<file path="src/rtl/td_pkg.sv">
package td_pkg;
  typedef struct packed {
    logic sampleTick;
    logic capture;
  } tdStrobe_t;
endpackage

</file>
<file path="src/rtl/td_datapath.sv">
module td_datapath
  import td_pkg::*;
#(
  parameter int SYNC_STAGES = 2,
  parameter int HIST_LEN    = 4
) (
  input  logic                clk,
  input  logic                rst,
  input  logic                toneIn,
  input  tdStrobe_t           ctl,
  output logic                rsLevel,
  output logic [HIST_LEN-1:0] history
);
  logic [SYNC_STAGES-1:0] syncQ;
  logic                   syncOut;
  logic                   togQ;

  generate
    if (SYNC_STAGES == 1) begin : g_sync1
      always_ff @(posedge clk) begin
        if (rst) syncQ <= '0;
        else     syncQ <= toneIn;
      end
    end else begin : g_syncN
      always_ff @(posedge clk) begin
        if (rst) syncQ <= '0;
        else     syncQ <= {syncQ[SYNC_STAGES-2:0], toneIn};
      end
    end
  endgenerate

  assign syncOut = syncQ[SYNC_STAGES-1];

  always_ff @(posedge clk) begin
    if (rst)                 rsLevel <= 1'b0;
    else if (ctl.sampleTick) rsLevel <= syncOut;
  end

  always_ff @(posedge clk) begin
    if (rst)          togQ <= 1'b0;
    else if (rsLevel) togQ <= ~togQ;
  end

  always_ff @(posedge clk) begin
    if (rst)              history <= '0;
    else if (ctl.capture) history <= {history[HIST_LEN-2:0], togQ};
  end

  // resampled level moves only after a tick
  a_r2_level_moves_on_tick: assert property (@(posedge clk) disable iff (rst)
    (rsLevel != $past(rsLevel)) |-> $past(ctl.sampleTick));

  // toggle flop frozen while resampled level is low
  a_r2_toggle_frozen_low: assert property (@(posedge clk) disable iff (rst)
    (!$past(rsLevel)) |-> (togQ == $past(togQ)));

  // newest history entry is the toggle state at capture
  a_r2_capture_takes_toggle: assert property (@(posedge clk) disable iff (rst)
    ctl.capture |=> (history[0] == $past(togQ)));
endmodule

</file>
<file path="src/rtl/td_control.sv">
module td_control
  import td_pkg::*;
#(
  parameter int DIV_W    = 8,
  parameter int HIST_LEN = 4
) (
  input  logic                clk,
  input  logic                rst,
  input  logic [DIV_W-1:0]    divCfg,
  input  logic                rsLevel,
  input  logic [HIST_LEN-1:0] history,
  output tdStrobe_t           ctl,
  output logic                result,
  output logic                valid
);
  localparam int CNT_W = $clog2(HIST_LEN + 1);
  localparam logic [CNT_W-1:0] FULL = CNT_W'(HIST_LEN);

  logic [DIV_W-1:0]    divCnt;
  logic                tick;
  logic                rsDly;
  logic                capDly;
  logic [CNT_W-1:0]    fillCnt;
  logic [CNT_W-1:0]    validCnt;
  logic [HIST_LEN-2:0] diffVec;
  logic                allDiff;
  logic                allSame;
  logic                decide;
  logic                nextRes;
  logic                changed;

  assign tick = (divCnt >= divCfg);

  always_ff @(posedge clk) begin
    if (rst)       divCnt <= '0;
    else if (tick) divCnt <= '0;
    else           divCnt <= divCnt + 1'b1;
  end

  always_ff @(posedge clk) begin
    if (rst) begin
      rsDly  <= 1'b0;
      capDly <= 1'b0;
    end else begin
      rsDly  <= rsLevel;
      capDly <= ctl.capture;
    end
  end

  always_comb begin
    ctl.sampleTick = tick;
    ctl.capture    = rsDly & ~rsLevel;
  end

  genvar gi;
  generate
    for (gi = 0; gi < HIST_LEN - 1; gi++) begin : g_diff
      assign diffVec[gi] = history[gi] ^ history[gi+1];
    end
  endgenerate

  assign allDiff = &diffVec;
  assign allSame = ~|diffVec;
  assign decide  = capDly && (fillCnt == FULL);

  always_comb begin
    nextRes = result;
    if (decide) begin
      if (allDiff)      nextRes = 1'b1;
      else if (allSame) nextRes = 1'b0;
    end
  end

  assign changed = (nextRes != result);

  always_ff @(posedge clk) begin
    if (rst)                              fillCnt <= '0;
    else if (ctl.capture && fillCnt != FULL) fillCnt <= fillCnt + 1'b1;
  end

  always_ff @(posedge clk) begin
    if (rst) begin
      result   <= 1'b0;
      validCnt <= '0;
    end else if (capDly) begin
      result <= nextRes;
      if (changed)               validCnt <= '0;
      else if (validCnt != FULL) validCnt <= validCnt + 1'b1;
    end
  end

  assign valid = (validCnt == FULL);

  // a changed result is never reported valid
  a_r7_change_clears_valid: assert property (@(posedge clk) disable iff (rst)
    (result != $past(result)) |-> !valid);

  // result moves only right after a capture
  a_r8_result_moves_after_capture: assert property (@(posedge clk) disable iff (rst)
    (result != $past(result)) |-> $past(capDly));

  // valid rises only after a capture
  a_r5_valid_rises_after_capture: assert property (@(posedge clk) disable iff (rst)
    $rose(valid) |-> $past(capDly));

  // valid needs a full history
  a_r5_valid_needs_history: assert property (@(posedge clk) disable iff (rst)
    valid |-> (fillCnt == FULL));
endmodule

</file>
<file path="src/rtl/tone_discriminator.sv">
module tone_discriminator
  import td_pkg::*;
#(
  parameter int DIV_W       = 8,
  parameter int SYNC_STAGES = 2,
  parameter int HIST_LEN    = 4
) (
  input  logic             clk,
  input  logic             rst,
  input  logic             toneIn,
  input  logic [DIV_W-1:0] divCfg,
  output logic             result,
  output logic             valid
);
  tdStrobe_t           ctl;
  logic                rsLevel;
  logic [HIST_LEN-1:0] history;

  td_datapath #(.SYNC_STAGES(SYNC_STAGES), .HIST_LEN(HIST_LEN)) u_dp (
    .clk     (clk),
    .rst     (rst),
    .toneIn  (toneIn),
    .ctl     (ctl),
    .rsLevel (rsLevel),
    .history (history)
  );

  td_control #(.DIV_W(DIV_W), .HIST_LEN(HIST_LEN)) u_ctl (
    .clk     (clk),
    .rst     (rst),
    .divCfg  (divCfg),
    .rsLevel (rsLevel),
    .history (history),
    .ctl     (ctl),
    .result  (result),
    .valid   (valid)
  );

  // outputs cleared in the cycle after a reset edge
  a_r1_reset_clears: assert property (@(posedge clk)
    rst |=> (!result && !valid));
endmodule

</file>
<file path="config.mk">
export PLATFORM = sky130hd
export DESIGN_NAME = tone_discriminator
export DESIGN_NICKNAME = d
export VERILOG_FILES = /design/src/rtl/td_pkg.sv /design/src/rtl/td_datapath.sv /design/src/rtl/td_control.sv /design/src/rtl/tone_discriminator.sv
export SDC_FILE = /design/constraint.sdc
export NUM_CORES = 1
export LEC_CHECK = 0
export ABC_AREA = 1
export BUFFER_PORTS_ARGS = -buffer_cell sky130_fd_sc_hd__clkbuf_2
export CORE_MARGIN = 4
export CORE_UTILIZATION = 25
export DETAILED_ROUTE_END_ITERATION = 6
export SLEW_MARGIN = 20
export SYNTH_ARGS = -nofsm -noshare
export SYNTH_HDL_FRONTEND = slang
export SYNTH_SLANG_ARGS = --single-unit
</file>
<file path="constraint.sdc">
create_clock -name clk -period 3.2 [get_ports clk]
set_input_delay 0.16 -clock clk [delete_from_list [all_inputs] [get_ports clk]]
set_output_delay 0.16 -clock clk [all_outputs]
set_load 0.02 [all_outputs]
</file>
=== Word level (Yosys, flattened, before mapping) ===
Index checks and enable logic that the tools add are counted.

* Add/sub/neg operators: 3
* $mul: 0
* Div/mod/pow operators: 0
* Order comparisons: 1
* Equality and inequality tests: 5
* Shifts and indexed selects: 0
* Muxes and demuxes: 5
* Bitwise gates (word level): 6
* Reduce and logical (&&, ||, !) cells: 7

{| class="wikitable"
|+ Operators with widths
! operator !! count
|-
| 8-bit by 1-bit adder with 8-bit output, second input constant || 1
|-
| 8-bit >= comparator || 1
|-
| 3-bit by 1-bit adder with 3-bit output, second input constant || 2
|-
| 3-bit equality test, second input constant || 2
|-
| 3-bit two-way mux || 2
|-
| 3-bit inequality test, second input constant || 2
|-
| 1-bit two-way mux || 3
|-
| 3-bit AND reduction || 1
|-
| 3-bit OR reduction || 1
|-
| 1-bit bitwise XOR || 3
|-
| 1-bit logical AND || 2
|-
| 1-bit NOT || 2
|-
| 2-bit AND reduction || 1
|-
| 2-bit nonzero test || 1
|-
| 2-bit OR reduction || 1
|-
| 1-bit AND || 1
|-
| 1-bit inequality test || 1
|}

* Bits in registers: 25
* Bits in latches: 0
* Bits in writable memories: 0
* Memory bits (read-only): 0
* Bits of input ports: 11
* Output and inout bits: 2
* Word-level logic and storage cells: 37
* Memories: 0

=== Depth between registers and ports, before layout ===
* Depth after elaboration: 8
* Mapped depth: 9
* Depth with buffers taken out: 9

=== Hierarchy ===
Synthesis repeated with hierarchy kept, for this count alone.

* Cells, all modules: 191
* Area, all modules: 1,347.5 um2

{| class="wikitable"
|+ By module, submodules not included
! module !! times used !! cells an instance !! area an instance (um2) !! sequential area each (um2)
|-
| td_control || 1 || 148 || 1,043.5 || 340.3
|-
| td_datapath || 1 || 43 || 304.0 || 160.2
|}

=== Worst setup path before layout ===
Ideal clock, no wire load.

* Path kind: reg-to-reg
* Start: register u_ctl.divCnt[3]
* End: register u_ctl.divCnt[2]
* Setup time: 0.079 ns
* Data arrival time: 1.184 ns
* Data required time: 3.121 ns
* Setup slack: 1.937 ns
* Cell stages (with the launch flop): 7
* Buffers on the path: 0
* Period minus slack after synthesis: 1.263 ns
* Cell sequence: dfxtp_1 > ha_1 > a21oi_1 > o21ai_1 > nand2_1 > nand4_2 > nor3_1

* Longest elaborated chain between the ends: 2

{| class="wikitable"
|+ Ends and longest elaborated chain
! what !! line !! RTL
|-
| from (decl) || td_control.sv:19 || <nowiki>logic [DIV_W-1:0] divCnt;</nowiki>
|-
| from (signal assigned) || td_control.sv:37 || <nowiki>else divCnt <= divCnt + 1'b1;</nowiki>
|-
| 8-bit >= comparator || td_control.sv:32 || <nowiki>assign tick = (divCnt >= divCfg);</nowiki>
|-
| 2-bit OR reduction (no line) || n/a ||
|}

No other way between the ends.
A chain may end at the register's enable or synchronous reset.

=== Worst setup path in the final report ===
* Start: register u_ctl.divCnt[5]
* End: register u_ctl.divCnt[2]

Same word-level chain as after synthesis.

==> flow_summary_export.csv <==
group,metric,value,unit
timing,fin_crit_sh,45.9,%
synthesis,yosysSeqAreaShare,39.0,%
floorplanning,dieArea,6340,um2
detailed_routing,drt_pass1_iterations,3,
timing,tightest_slew,0.269,ns
critical_path,rr_worst_depth,5,
timing,rsz0062_at_grt,"false",
clock_tree,clock_path_buffers,2,
global_routing,grt_overflow,0,
critical_path,endpoint_kind,"flip-flop",
critical_path,slowest_stage,"dfxtp_1",
cells_and_area,fillers,539,
synthesis,syn_area_per_cell,7.37,um2
clock_tree,cts_setup_buffers,0,
detailed_routing,num_vias,1024,
floorplanning,start_util,26.5,%
min_path,worstHoldStart,"toneIn",
critical_path,startpoint,"u_ctl.divCnt[5]",
run_status,status,"completed",
cells_and_area,final_area,1470,um2
critical_path,worstPathMaxFanout,8,
cells_and_area,multi_input_area,669,um2
timing,hold_violations,0,
cells_and_area,mostFrequentLayoutCells,"nand2_1, inv_1, dfxtp_1, nor2_1, a21oi_1",
clock_tree,cts_made_buffers,3,
cells_and_area,drive_gt1_share,11.1,%
detailed_routing,detail-route-antenna-nets,0,
detailed_routing,wl,2120,um
clock_tree,cts_tree,"done",
detailed_routing,wl_per_cell,8.28,um
global_routing,grt_pass1_vias,971,
cells_and_area,syn_to_final_growth,14.8,%
detailed_routing,drt-initial-drc-count,21,
placed_design,io_buffers,12,
timing,finalMaxSlewViolations,0,
cells_and_area,fin_nets,214,
floorplanning,core,4850,um2
clock_tree,cts_root_buf,"clkbuf_8",
power_and_ir_drop,power_density,369,nW/um2
power_and_ir_drop,p_leak,0.000682,uW
critical_path,worstPathRequired,3.39,ns
critical_path,rr_startpoint,"u_ctl.divCnt[5]",
global_routing,grt_pass1_wl,4010,um
placed_design,gp_congestion,0.741,
timing,finalCriticalPeriod,1.47,ns
floorplanning,die_h,79.6,um
placed_design,placed_cell_area,1420,um2
global_routing,grt_antenna_before_repair,0,
clock_tree,postCtsHoldBufs,0,
timing,relSlewSlack,82.1,%
cells_and_area,antennaDiodeCount,0,
synthesis,synth_warnings,0,
floorplanning,die_w,79.6,um
global_routing,grt_start_max_net_pins,17,
clock_tree,clock_latency,0.27,ns
power_and_ir_drop,power,544,uW
floorplanning,io_pins,13,
timing,setup_viol,0,
min_path,min_path_cells,3,
placed_design,dpl.hpwl,1760,um
flow_run,drv_cap,0,
cells_and_area,register_area,500,um2
timing,fin_tns_setup,0,ns
synthesis,synth_area,1280,um2
detailed_routing,drc,0,
cells_and_area,final_common_cell,"nand2_1",
critical_path,path_cells,"ha_1 > a21oi_1 > o21a_1 > nand4_2 > nor3_1",
timing,fmax,0.681,GHz
timing,hold_ws,0.0721,ns
detailed_routing,via_per_inst,4.00,
clock_tree,ctsResizeCount,0,
min_path,min_path_type,"in2reg",
critical_path,max_stage_delay,0.39,ns
critical_path,cp-start-kind,"flip-flop",
global_routing,grt_util_all_layers,7.88,%
clock_tree,clkSinkCount,25,
power_and_ir_drop,vdd_ir_drop_max,0.000203,V
synthesis,synth_nets,198,
critical_path,critPathKind,"reg2reg",
clock_tree,clk_pin_slew,0.09,ns
timing,worst_slack,1.73,ns
clock_tree,htreeDepth,1,
placed_design,pre_cts_slack,1.73,ns
synthesis,synthCells,174,
timing,clock_skew,0.00874,ns
floorplanning,fp-row-count,25,
synthesis,ys_types,21,
critical_path,arrival,1.66,ns
synthesis,synth_seq_cells,25,
==> cell families (layout without fill, tap and decap cells) <==
kind of cell / count (synthesis) / after routing / share of synthesized area (%)
AO/OA/AOI/OAI: 23 / 23 / 9.37
buffers and inverters: 30 / 45 / 8.78
flip-flops: 25 / 25 / 39.0
adder cells (fa/ha/maj): 13 / 13 / 12.7
AND/OR/NAND/NOR: 76 / 76 / 25.4
XOR/XNOR: 7 / 7 / 4.78
==> final cells by class <==
| type | count | share of cell area, % |
|---|---|---|
| inverters | 29 | 7.39 |
| repair buffers | 12 | 4.08 |
| clock buffers | 3 | 2.80 |
| multi-input cells | 119 | 45.5 |
| well taps | 67 | 5.69 |
| clock inverters | 1 | 0.595 |
| flip-flops and latches | 25 | 34.0 |
==> worst max-delay path, delay by kind of cell, from the launching register on <==
family / cells / cell delay, ns
adder cells (fa/ha/maj): 1 / 0.26
AND/OR/NAND/NOR: 2 / 0.41
flip-flops: 1 / 0.39
AO/OA/AOI/OAI: 2 / 0.34
==> sequential cells by signal, indices dropped and copies added, names as in the netlist <==
signal	cells
u_ctl.divCnt	8
u_dp.history	4
u_ctl.fillCnt	3
u_ctl.validCnt	3
u_dp.syncQ	2
u_ctl.capDly	1
u_ctl.result	1
u_ctl.rsDly	1
u_dp.rsLevel	1
u_dp.togQ	1
==> stage by stage <==
stage / instances / util [%]
after floorplan: 174 / -
after global placement: 252 / 29.3
after detailed placement: 252 / 29.3
after CTS: 256 / 30.4
after global routing: 256 / 30.4
final: 256 / 30.4
==> power by group <==
group	leakage (uW)	internal (uW)	switching, uW
Sequential	0.000202	316	4.55
Combinational	0.000454	15.3	19.3
Clock	0.0000261	90.9	98.2
Total	0.000682	422	122
==> layer usage <==
metal	track usage [%]	vias up	wire [um]
met5	0	-	0
met4	3.09	0	39
met3	1.69	2	39
met2	13.1	7	966
met1	9.86	433	1070
li1	-	582	-
==> worst paths after layout <==
check / endpoint / slack [ns]
worst max register to register: u_ctl.divCnt[2] / 1.73
worst min-delay path: u_dp.syncQ[0] / 0.07
worst max-delay path: u_ctl.divCnt[2] / 1.73
worst min register to register: u_dp.syncQ[1] / 0.41
==> cells in the mapped netlist (all sizes together) <==
library cell  number  share of area [%]
o21ai              6                2.3
nor2              19                5.6
nand3             11                4.7
o31ai              1               0.59
nand2             40                 12
or2                1               0.49
dfxtp             25                 39
ha                13                 13
nand4              3                2.0
inv               29                8.5
xor2               5                3.4
a21oi             15                5.9
clkbuf             1               0.29
o21a               1               0.59
xnor2              2                1.4
nor3               2               0.78
(Power assumes the default switching activity.)
